===== config.mk =====
export PLATFORM = sky130hd
export DESIGN_NAME = sram_byte_port
export DESIGN_NICKNAME = d
export VERILOG_FILES = /design/src/rtl/sram_port_pkg.sv /design/src/rtl/sram_port_ctrl.sv /design/src/rtl/sram_port_dp.sv /design/src/rtl/sram_byte_port.sv
export SDC_FILE = /design/constraint.sdc
export NUM_CORES = 1
export LEC_CHECK = 0
export ABC_AREA = 0
export CAP_MARGIN = 20
export CORE_ASPECT_RATIO = 0.5
export CORE_UTILIZATION = 50
export DETAILED_ROUTE_END_ITERATION = 16
export PLACE_DENSITY = 0.87
export RECOVER_POWER = 100
export SYNTH_ARGS = -nofsm -noshare
export SYNTH_HDL_FRONTEND = slang
export SYNTH_SLANG_ARGS = --single-unit

===== constraint.sdc =====
create_clock -name clk -period 3.4 [get_ports clk]
set_input_delay 0.68 -clock clk [delete_from_list [all_inputs] [get_ports clk]]
set_output_delay 0.68 -clock clk [all_outputs]
set_load 0.01 [all_outputs]

===== src/rtl/sram_port_pkg.sv =====
package sram_port_pkg;

  typedef enum logic [2:0] {
    ST_IDLE,
    ST_XFER,
    ST_RWAIT,
    ST_PREF,
    ST_PWAIT
  } portState_t;

  localparam logic [1:0] SEL_PTR = 2'd0;
  localparam logic [1:0] SEL_DLO = 2'd1;
  localparam logic [1:0] SEL_DHI = 2'd2;

  // Strobes from the control sequencer to the datapath.
  typedef struct packed {
    logic latchReq;  // capture write data, clear read assembly
    logic ptrLoad;   // load pointer from host data
    logic ptrToRd;   // pointer value to read data
    logic zeroRd;    // inert access: read data = 0
    logic ptrInc;    // advance pointer by one
    logic capSram;   // byte from SRAM into read lane
    logic capBuf;    // byte from prefetch buffer into read lane
    logic pfFill;    // load prefetch buffer from SRAM
    logic pfClear;   // discard prefetch buffer
    logic issueRd;   // SRAM read cycle
    logic issueWr;   // SRAM write cycle
    logic lane;      // byte lane of the current transfer
  } portStrobe_t;

endpackage


===== src/rtl/sram_port_ctrl.sv =====
module sram_port_ctrl
  import sram_port_pkg::*;
#(
  parameter int LANES = 2
) (
  input  logic        clk,
  input  logic        rstN,
  input  logic        hostStart,
  input  logic        hostWrite,
  input  logic [1:0]  hostSel,
  input  logic        hostWide,
  input  logic        cfgWide32,
  input  logic        memGrant,
  input  logic        pfValid,
  output logic        hostReady,
  output portStrobe_t strobe
);

  localparam int LANE_W = (LANES > 1) ? $clog2(LANES) : 1;
  localparam logic [LANE_W-1:0] LAST_LANE = LANE_W'(LANES - 1);

  portState_t state, nextState;
  logic [LANE_W-1:0] byteIdx;
  logic reqWrite, reqWide;
  logic accept, dataSel, lastByte, byteAdv;

  assign dataSel  = (hostSel == SEL_DLO) || ((hostSel == SEL_DHI) && cfgWide32);
  assign lastByte = !reqWide || (byteIdx == LAST_LANE);

  always_ff @(posedge clk) begin
    if (!rstN) begin
      state    <= ST_IDLE;
      byteIdx  <= '0;
      reqWrite <= 1'b0;
      reqWide  <= 1'b0;
    end else begin
      state <= nextState;
      if (accept && dataSel) begin
        reqWrite <= hostWrite;
        reqWide  <= hostWide;
        byteIdx  <= '0;
      end else if (byteAdv) begin
        byteIdx <= byteIdx + 1'b1;
      end
    end
  end

  always_comb begin
    strobe    = '0;
    nextState = state;
    hostReady = 1'b0;
    accept    = 1'b0;
    byteAdv   = 1'b0;
    strobe.lane = byteIdx[0];
    unique case (state)
      ST_IDLE, ST_PREF: begin
        hostReady = 1'b1;
        if (hostStart) begin
          accept = 1'b1;
          nextState = ST_IDLE;
          if (hostSel == SEL_PTR) begin
            if (hostWrite) begin
              strobe.ptrLoad = 1'b1;
              strobe.pfClear = 1'b1;
            end else begin
              strobe.ptrToRd = 1'b1;
            end
          end else if (dataSel) begin
            strobe.latchReq = 1'b1;
            if (hostWrite) strobe.pfClear = 1'b1;
            nextState = ST_XFER;
          end else if (!hostWrite) begin
            strobe.zeroRd = 1'b1;
          end
        end else if (state == ST_PREF && memGrant) begin
          strobe.issueRd = 1'b1;
          nextState = ST_PWAIT;
        end
      end
      ST_XFER: begin
        if (reqWrite) begin
          if (memGrant) begin
            strobe.issueWr = 1'b1;
            strobe.ptrInc  = 1'b1;
            if (lastByte) nextState = ST_IDLE;
            else byteAdv = 1'b1;
          end
        end else if (pfValid) begin
          strobe.capBuf  = 1'b1;
          strobe.pfClear = 1'b1;
          strobe.ptrInc  = 1'b1;
          if (lastByte) nextState = ST_PREF;
          else byteAdv = 1'b1;
        end else if (memGrant) begin
          strobe.issueRd = 1'b1;
          nextState = ST_RWAIT;
        end
      end
      ST_RWAIT: begin
        strobe.capSram = 1'b1;
        strobe.ptrInc  = 1'b1;
        if (lastByte) nextState = ST_PREF;
        else begin
          byteAdv   = 1'b1;
          nextState = ST_XFER;
        end
      end
      ST_PWAIT: begin
        strobe.pfFill = 1'b1;
        nextState = ST_IDLE;
      end
      default: nextState = ST_IDLE;
    endcase
  end

  AST_GRANT_GATES: assert property (@(posedge clk) disable iff (!rstN)
    (strobe.issueRd || strobe.issueWr) |-> memGrant);

  AST_SINGLE_STROBE: assert property (@(posedge clk) disable iff (!rstN)
    $onehot0({strobe.issueRd, strobe.issueWr}));

  AST_WRITE_STALLS: assert property (@(posedge clk) disable iff (!rstN)
    strobe.issueWr |-> !hostReady);

  AST_ACCEPT_STALLS: assert property (@(posedge clk) disable iff (!rstN)
    (hostStart && hostReady && dataSel) |=> !hostReady);

  AST_INERT_SELECT: assert property (@(posedge clk) disable iff (!rstN)
    (hostStart && hostReady && hostSel != SEL_PTR && !dataSel) |=> hostReady);

endmodule


===== src/rtl/sram_port_dp.sv =====
module sram_port_dp
  import sram_port_pkg::*;
#(
  parameter int ADDR_W = 16,
  parameter int BYTE_W = 8,
  parameter int LANES  = 2,
  localparam int HW    = BYTE_W * LANES
) (
  input  logic              clk,
  input  logic              rstN,
  input  portStrobe_t       strobe,
  input  logic [HW-1:0]     hostWrData,
  output logic [HW-1:0]     hostRdData,
  output logic [ADDR_W-1:0] sramAddr,
  output logic [BYTE_W-1:0] sramWrData,
  input  logic [BYTE_W-1:0] sramRdData,
  output logic              sramRe,
  output logic              sramWe,
  output logic              pfValid
);

  logic [ADDR_W-1:0] ptr;
  logic [HW-1:0]     wrHold;
  logic [HW-1:0]     ptrWide;
  logic [BYTE_W-1:0] pfData;

  assign ptrWide = HW'(ptr);

  always_ff @(posedge clk) begin
    if (!rstN) ptr <= '0;
    else if (strobe.ptrLoad) ptr <= ADDR_W'(hostWrData);
    else if (strobe.ptrInc) ptr <= ptr + 1'b1;
  end

  always_ff @(posedge clk) begin
    if (!rstN) wrHold <= '0;
    else if (strobe.latchReq) wrHold <= hostWrData;
  end

  always_ff @(posedge clk) begin
    if (!rstN) begin
      pfValid <= 1'b0;
      pfData  <= '0;
    end else if (strobe.pfFill) begin
      pfValid <= 1'b1;
      pfData  <= sramRdData;
    end else if (strobe.pfClear) begin
      pfValid <= 1'b0;
    end
  end

  // One assembly register per host byte lane.
  for (genvar g = 0; g < LANES; g++) begin : g_lane
    logic hit;
    assign hit = (int'(strobe.lane) == g);
    always_ff @(posedge clk) begin
      if (!rstN) hostRdData[g*BYTE_W +: BYTE_W] <= '0;
      else if (strobe.zeroRd || strobe.latchReq) hostRdData[g*BYTE_W +: BYTE_W] <= '0;
      else if (strobe.ptrToRd) hostRdData[g*BYTE_W +: BYTE_W] <= ptrWide[g*BYTE_W +: BYTE_W];
      else if (strobe.capSram && hit) hostRdData[g*BYTE_W +: BYTE_W] <= sramRdData;
      else if (strobe.capBuf && hit) hostRdData[g*BYTE_W +: BYTE_W] <= pfData;
    end
  end

  assign sramAddr   = ptr;
  assign sramWrData = wrHold[int'(strobe.lane)*BYTE_W +: BYTE_W];
  assign sramRe     = strobe.issueRd;
  assign sramWe     = strobe.issueWr;

  AST_PTR_STEP: assert property (@(posedge clk) disable iff (!rstN)
    (ptr != $past(ptr)) |-> ((ptr == $past(ptr) + 1'b1) || $past(strobe.ptrLoad)));

  AST_PF_FROM_SRAM: assert property (@(posedge clk) disable iff (!rstN)
    $rose(pfValid) |-> $past(sramRe, 2));

  AST_WRITE_DROPS_PF: assert property (@(posedge clk) disable iff (!rstN)
    sramWe |=> !pfValid);

endmodule


===== src/rtl/sram_byte_port.sv =====
module sram_byte_port
  import sram_port_pkg::*;
#(
  parameter int ADDR_W = 16,
  parameter int BYTE_W = 8,
  localparam int LANES = 2,
  localparam int HW    = BYTE_W * LANES
) (
  input  logic              clk,
  input  logic              rstN,
  input  logic              hostStart,
  input  logic              hostWrite,
  input  logic [1:0]        hostSel,
  input  logic              hostWide,
  input  logic [HW-1:0]     hostWrData,
  output logic [HW-1:0]     hostRdData,
  output logic              hostReady,
  input  logic              cfgWide32,
  input  logic              memGrant,
  output logic [ADDR_W-1:0] sramAddr,
  output logic [BYTE_W-1:0] sramWrData,
  input  logic [BYTE_W-1:0] sramRdData,
  output logic              sramRe,
  output logic              sramWe
);

  portStrobe_t strobe;
  logic pfValid;

  sram_port_ctrl #(.LANES(LANES)) ctrl_i (
    .clk(clk), .rstN(rstN), .hostStart(hostStart), .hostWrite(hostWrite),
    .hostSel(hostSel), .hostWide(hostWide), .cfgWide32(cfgWide32),
    .memGrant(memGrant), .pfValid(pfValid), .hostReady(hostReady),
    .strobe(strobe)
  );

  sram_port_dp #(.ADDR_W(ADDR_W), .BYTE_W(BYTE_W), .LANES(LANES)) dp_i (
    .clk(clk), .rstN(rstN), .strobe(strobe), .hostWrData(hostWrData),
    .hostRdData(hostRdData), .sramAddr(sramAddr), .sramWrData(sramWrData),
    .sramRdData(sramRdData), .sramRe(sramRe), .sramWe(sramWe),
    .pfValid(pfValid)
  );

endmodule


Word level (Yosys, flattened, before mapping)
Index checks and enable logic that the tools add are counted.
{"block": "op_classes", "addsub": 2, "n_eq_ne": 11, "n_shift": 1, "muxes": 57, "n_bitwise": 2, "n_reduce_logical": 21}
{"op": "$mux 8", "count": 6}
{"op": "$mux 16", "count": 2}
{"op": "$mux 1", "count": 31}
{"op": "$mux 3", "count": 9}
{"op": "$add 16x1->16 const B", "count": 1}
{"op": "$shiftx 16x5->8", "count": 1}
{"op": "$ne 3x3->1 const B", "count": 3}
{"op": "$pmux 3 s3", "count": 1}
{"op": "$mux 4", "count": 2}
{"op": "$logic_and 1x1->1", "count": 7}
{"op": "$eq 3x2->1 const B", "count": 2}
{"op": "$mux 2", "count": 3}
{"op": "$ne 3x2->1 const B", "count": 2}
{"op": "$reduce_bool 3->1", "count": 2}
{"op": "$reduce_or 2->1", "count": 3}
{"op": "$reduce_and 5->1", "count": 1}
{"op": "$pmux 1 s2", "count": 2}
{"op": "$pmux 2 s2", "count": 1}
{"op": "$reduce_bool 2->1", "count": 2}
{"op": "$eq 3x1->1 const B", "count": 1}
{"op": "$eq 3x3->1 const B", "count": 1}
{"op": "$logic_not 3->1", "count": 1}
{"op": "$logic_or 1x1->1", "count": 3}
{"op": "$eq 2x1->1 const B", "count": 1}
{"op": "5 further kinds", "count": 6}
{"block": "word_totals", "regBits": 63, "in_bits": 33, "output_inout_bits": 43, "elab_cells": 104}

Depth between registers and ports, before layout
Gate-level depths: netlist of run 1.
{"block": "depth", "ltp_word": 9, "ltp_mapped": 7, "mapped_depth_nobuf": 5}

Hierarchy
A second synthesis of run 1 with hierarchy kept.
{"block": "hier_totals", "cells_unflattened": 374, "hier_area_um2": 3338.2}
{"mod": "sram_port_dp", "n_inst": 1, "cells_per_inst": 307, "area_each_um2": 2832.7, "seq_area_each_um2": 1141.1}
{"mod": "sram_port_ctrl", "n_inst": 1, "cells_per_inst": 67, "area_each_um2": 505.5, "seq_area_each_um2": 120.1}

Worst setup path before layout of run 1
OpenSTA, ideal clock, no wires.
{"block": "synth_timing", "path_kind": "input -> register", "start": "input port hostSel[0]", "end": "register dp_i.ptr[3] (netlist: dp_i.sramAddr[3])", "setup_time_ps": 131, "arrival_time_ps": 1993, "required_time_ps": 3269, "setup_slack_ps": 1276, "cell_stages": 5, "n_path_buf": 1, "cell_sequence": "or3b_1 -> or4_1 -> clkbuf_1 -> mux2i_1 -> o22ai_1"}
{"block": "synth_between", "elab_chain_cells": 5, "word_cells_on_any_way": 6}
{"item": "start, declared", "line_no": "sram_byte_port.sv:13", "rtl": "input logic [1:0] hostSel,"}
{"item": "$logic_not 2->1 (*)", "line_no": "sram_port_ctrl.sv:61", "rtl": "if (hostSel == SEL_PTR) begin"}
{"item": "$mux 2 (*)", "line_no": "sram_port_ctrl.sv:61"}
{"item": "$mux 4 (*)", "line_no": "sram_port_ctrl.sv:58", "rtl": "if (hostStart) begin"}
{"item": "$mux 4 (*)", "line_no": "sram_port_ctrl.sv:55", "rtl": "unique case (state)"}
{"item": "$mux 16 or $reduce_bool 2->1 (tied branches)"}
{"item": "end signal, assigned", "line_no": "sram_port_dp.sv:31", "rtl": "else if (strobe.ptrLoad) ptr <= ADDR_W'(hostWrData);"}
{"item": "end signal, assigned", "line_no": "sram_port_dp.sv:32", "rtl": "else if (strobe.ptrInc) ptr <= ptr + 1'b1;"}
{"item": "end, declared", "line_no": "sram_port_dp.sv:22", "rtl": "logic [ADDR_W-1:0] ptr;"}
Mark *: on every way between the ends. The rest lies on a longest branch, timed or not.
A chain may end at the register's enable or synchronous reset.

Worst setup path after layout of run 1
{"block": "layout_timing", "start": "input port hostStart", "end": "output port sramRe"}
{"block": "layout_between", "elab_chain_cells": 2}
{"item": "start, declared", "line_no": "sram_byte_port.sv:11", "rtl": "input logic hostStart,"}
{"item": "$mux 1", "line_no": "sram_port_ctrl.sv:58"}
{"item": "$pmux 2 s2", "line_no": "sram_port_ctrl.sv:55"}
{"item": "end, declared", "line_no": "sram_byte_port.sv:23", "rtl": "output logic sramRe,"}
No other way between the ends.

==> flow_metrics.py, run 1 <==
metrics = {
    "clock_tree": {
        "cts_sinks": 63,
        "cts.clk_slew.worst_paths_ps": 50,
        "holdBufCountCts": 0,
        "h-tree-depth": 3,
        "insertion_delay_ps": 340,
        "cts_buffers": 9,
        "cts_setup_buffers": 0,
        "ctsRootBufferMaster": "clkbuf_16",
        "cts_tree": "yes",
        "clockBufferDepth": 2,
        "cts.repair.resized": 0,
    },
    "route": {
        "num_vias": 3444,
        "vias_per_cell": 6.096,
        "remaining_drc_errors": 0,
        "totalWireLength_mm": 9.526,
        "first_iter_violations": 255,
        "first_pass_iters": 5,
        "ant_nets": 0,
        "wl_per_cell_um": 16.86,
    },
    "timing": {
        "finClkSkew_ps": 5.593,
        "final.setup.tns_ps": 0,
        "timing.fmax_mhz": 338.9,
        "timing.final.crit_share_pct": 86.78,
        "hold_violations": 0,
        "rsz0062_at_grt": "no",
        "slew_viol_final": 0,
        "max_slew_margin_pct": 9.818,
        "setup_viol": 0,
        "tightest_slew_ps": 1353,
        "fin_crit_ps": 2950,
    },
    "die": {
        "die_h_um": 61.86,
        "core_region_area_mm2": 0.006805,
        "dieArea_mm2": 0.007530,
        "ios": 76,
        "start_util_pct": 52.66,
        "dieWidth_um": 121.7,
        "fp-row-count": 21,
    },
    "synth": {
        "synth-edff-count": 0,
        "syn_avg_cell_area_um2": 8.761,
        "synth.net_count": 443,
        "ys_async_sr_fraction_pct": 0,
        "synth_cell_types": 60,
        "synth-seq-cells": 63,
        "syn-cell-area_mm2": 0.003583,
        "syn-instance-count": 409,
        "ys_seq_area_share_pct": 35.20,
        "ys.flop_type": "dfxtp_1",
        "yosys_warnings": 0,
    },
    "worst_setup_path": {
        "max_stage_delay_ps": 620,
        "path_delay_family": "buffers and inverters",
        "critPathRequiredTime_ps": 2720,
        "cp_slowest_cell": "dlygate4sd3_1",
        "cp.arrival_ps": 2270,
        "path_cells": "clkdlybuf4s50_1 > inv_1 > a21oi_1 > nor3_1 > dlygate4sd3_1",
        "critPathLaunchType": "input pin",
        "crit_type": "input pin to output port",
        "end_kind": "output port",
        "cp_num_buf_inv": 3,
        "critical_path_peak_fanout": 6,
    },
    "pwr": {
        "comb_power_share_pct": 10.7,
        "p_clk_share_pct": 47.2,
        "p_sw_share_pct": 23.99,
        "seqPwrFrac_pct": 42.1,
        "p_per_area_mw_per_mm2": 398.5,
        "leakage_nw": 1.616,
        "intPower_mw": 1.404,
        "vdd_drop_max_mv": 0.2938,
        "switchingPower_mw": 0.4433,
    },
    "placement": {
        "io_buffers": 75,
        "dpl.cell_count": 550,
        "gp_congestion": 0.8252,
        "dp_hpwl_mm": 6.624,
    },
    "layout": {
        "multiInputGateArea_mm2": 0.002087,
        "layout.cells.non_filler": 565,
        "final_common_cell": "dfxtp_1",
        "regArea_mm2": 0.001261,
        "num_antenna_cells": 0,
        "area_growth_pct": 29.40,
        "drive_above_1_share_pct": 11.42,
        "most-common-layout-cells": "63 x dfxtp_1, 45 x dlygate4sd3_1, 36 x nand2_1, 33 x o211ai_1",
        "fillers": 529,
        "finalNetCount": 503,
    },
    "global_routing": {
        "grt_use_total_pct": 25.93,
        "gr-total-overflow": 0,
        "grt_pass1_wl_mm": 14.87,
        "antenna_found_initial": 0,
        "grt_max_degree": 35,
        "grt_pass1_vias": 2973,
    },
    "outcome": {
        "status": "finished clean",
    },
    "job": {
        "cap_violations": 0,
    },
    "hold_path": {
        "hold_path_class": "flip-flop to flip-flop",
    },
}
## cell type report
class / instances / area share [%]
clock buffer: 12 / 5.747
clock inverter: 3 / 0.3778
inverter: 22 / 1.781
multi-input combinational: 289 / 45.01
sequential: 63 / 27.20
tap: 92 / 2.482
timing repair buffer: 84 / 17.40
## path summary, 6_finish.rpt
check                           cells after the start                      endpoint  slack (ps)                    startpoint
worst min register to register                      2  dp_i.wrHold[12]$_SDFFE_PN0P_         490  dp_i.wrHold[12]$_SDFFE_PN0P_
worst max-delay path                                5                        sramRe         450                     hostStart
worst max register to register                      5  ctrl_i.state[0]$_SDFFE_PN0P_         630  ctrl_i.state[1]$_SDFFE_PN0P_
worst min-delay path                                2  dp_i.wrHold[12]$_SDFFE_PN0P_         490  dp_i.wrHold[12]$_SDFFE_PN0P_
## power groups by stage
stage,clock (mW),sequential [mW],combinational [mW]
after floorplan,0,0.788,0.108
after global placement,0,0.792,0.199
after detailed placement,0,0.793,0.201
after CTS,0.873,0.777,0.203
after global routing,0.904,0.780,0.215
final,0.872,0.778,0.198
## Yosys cell counts (2+ instances only)
cell type	number	area [µm²]
mux2i_1	29	290.3
o22ai_1	5	31.28
o311ai_1	8	70.07
a211oi_1	17	127.6
mux2_2	21	236.5
buf_6	2	22.52
a311o_1	2	20.02
buf_2	9	45.04
nor3_1	10	50.05
nor2b_1	2	12.51
nand4bb_1	3	33.78
nand2_1	36	135.1
buf_1	5	18.77
or2_2	5	31.28
a22oi_1	6	45.04
dfxtp_1	63	1261
nand2b_1	5	31.28
o211ai_1	33	247.7
or4_1	9	67.56
a21oi_1	8	40.04
nand3b_1	3	22.52
mux2_1	5	56.30
inv_1	21	78.83
nor2_1	30	112.6
clkbuf_1	18	67.56
nand3_1	7	35.03
a31oi_1	8	50.05
and4_1	2	17.52
nand4_1	5	31.28
o21ai_0	2	10.01
## state kept, by name, indices dropped and copies added (netlist names)
| signal | cells |
|---|---|
| dp_i.hostRdData | 16 |
| ctrl_i.reqWide | 1 |
| dp_i.sramAddr | 16 |
| dp_i.pfData | 8 |
| dp_i.pfValid | 1 |
| dp_i.wrHold | 16 |
| ctrl_i.reqWrite | 1 |
| ctrl_i.state | 3 |
| ctrl_i.byteIdx | 1 |
## logic make-up after synthesis
logic type	Yosys count	synth area share, %
buf+inv	57	6.739
compound gates	102	21.09
xor+xnor	2	0.4889
simple gates	129	19.87
fa+ha+maj	1	0.3491
mux	55	16.27
flops	63	35.20
## worst register-to-register path, stage by stage, from the launching register on
cell	delay [ps]
dfxtp_1	680
xor2_1	300
a2111oi_2	260
clkbuf_1	1020
o31ai_1	150
o41ai_1	260
## stage by stage
step                area [µm²]  utilization (%)  total power, mW  hold WS (ps)  worst slack [ps]
finish                    4637            68.14            1.848         489.1             449.6
global route              4637            68.14            1.899         514.0             244.3
CTS                       4654            68.39            1.854         492.8             506.4
detailed placement        4370            64.22           0.9940         480.3             505.6
global placement          4370            64.22           0.9910         467.6             544.3
floorplan                 3583                -           0.8962         454.4              1276
## routing by layer
metal	share of wire (%)	wire, µm	vias up	global-route usage [%]
li1	-	-	1668	-
met1	47	4512	1627	35.17
met2	44	4181	133	41.07
met3	7.0	671	16	6.113
met4	1.7	160	0	9.347
met5	0	0	-	0
Note: power is estimated with default switching activity, not from simulation.
==> inputs of run 2 (changes only) <==
SKIP_LAST_GASP = 1   (was unset)
==> results of run 2 <==
Same layout as run 1: the final DEF is identical, and so are final timing and power.
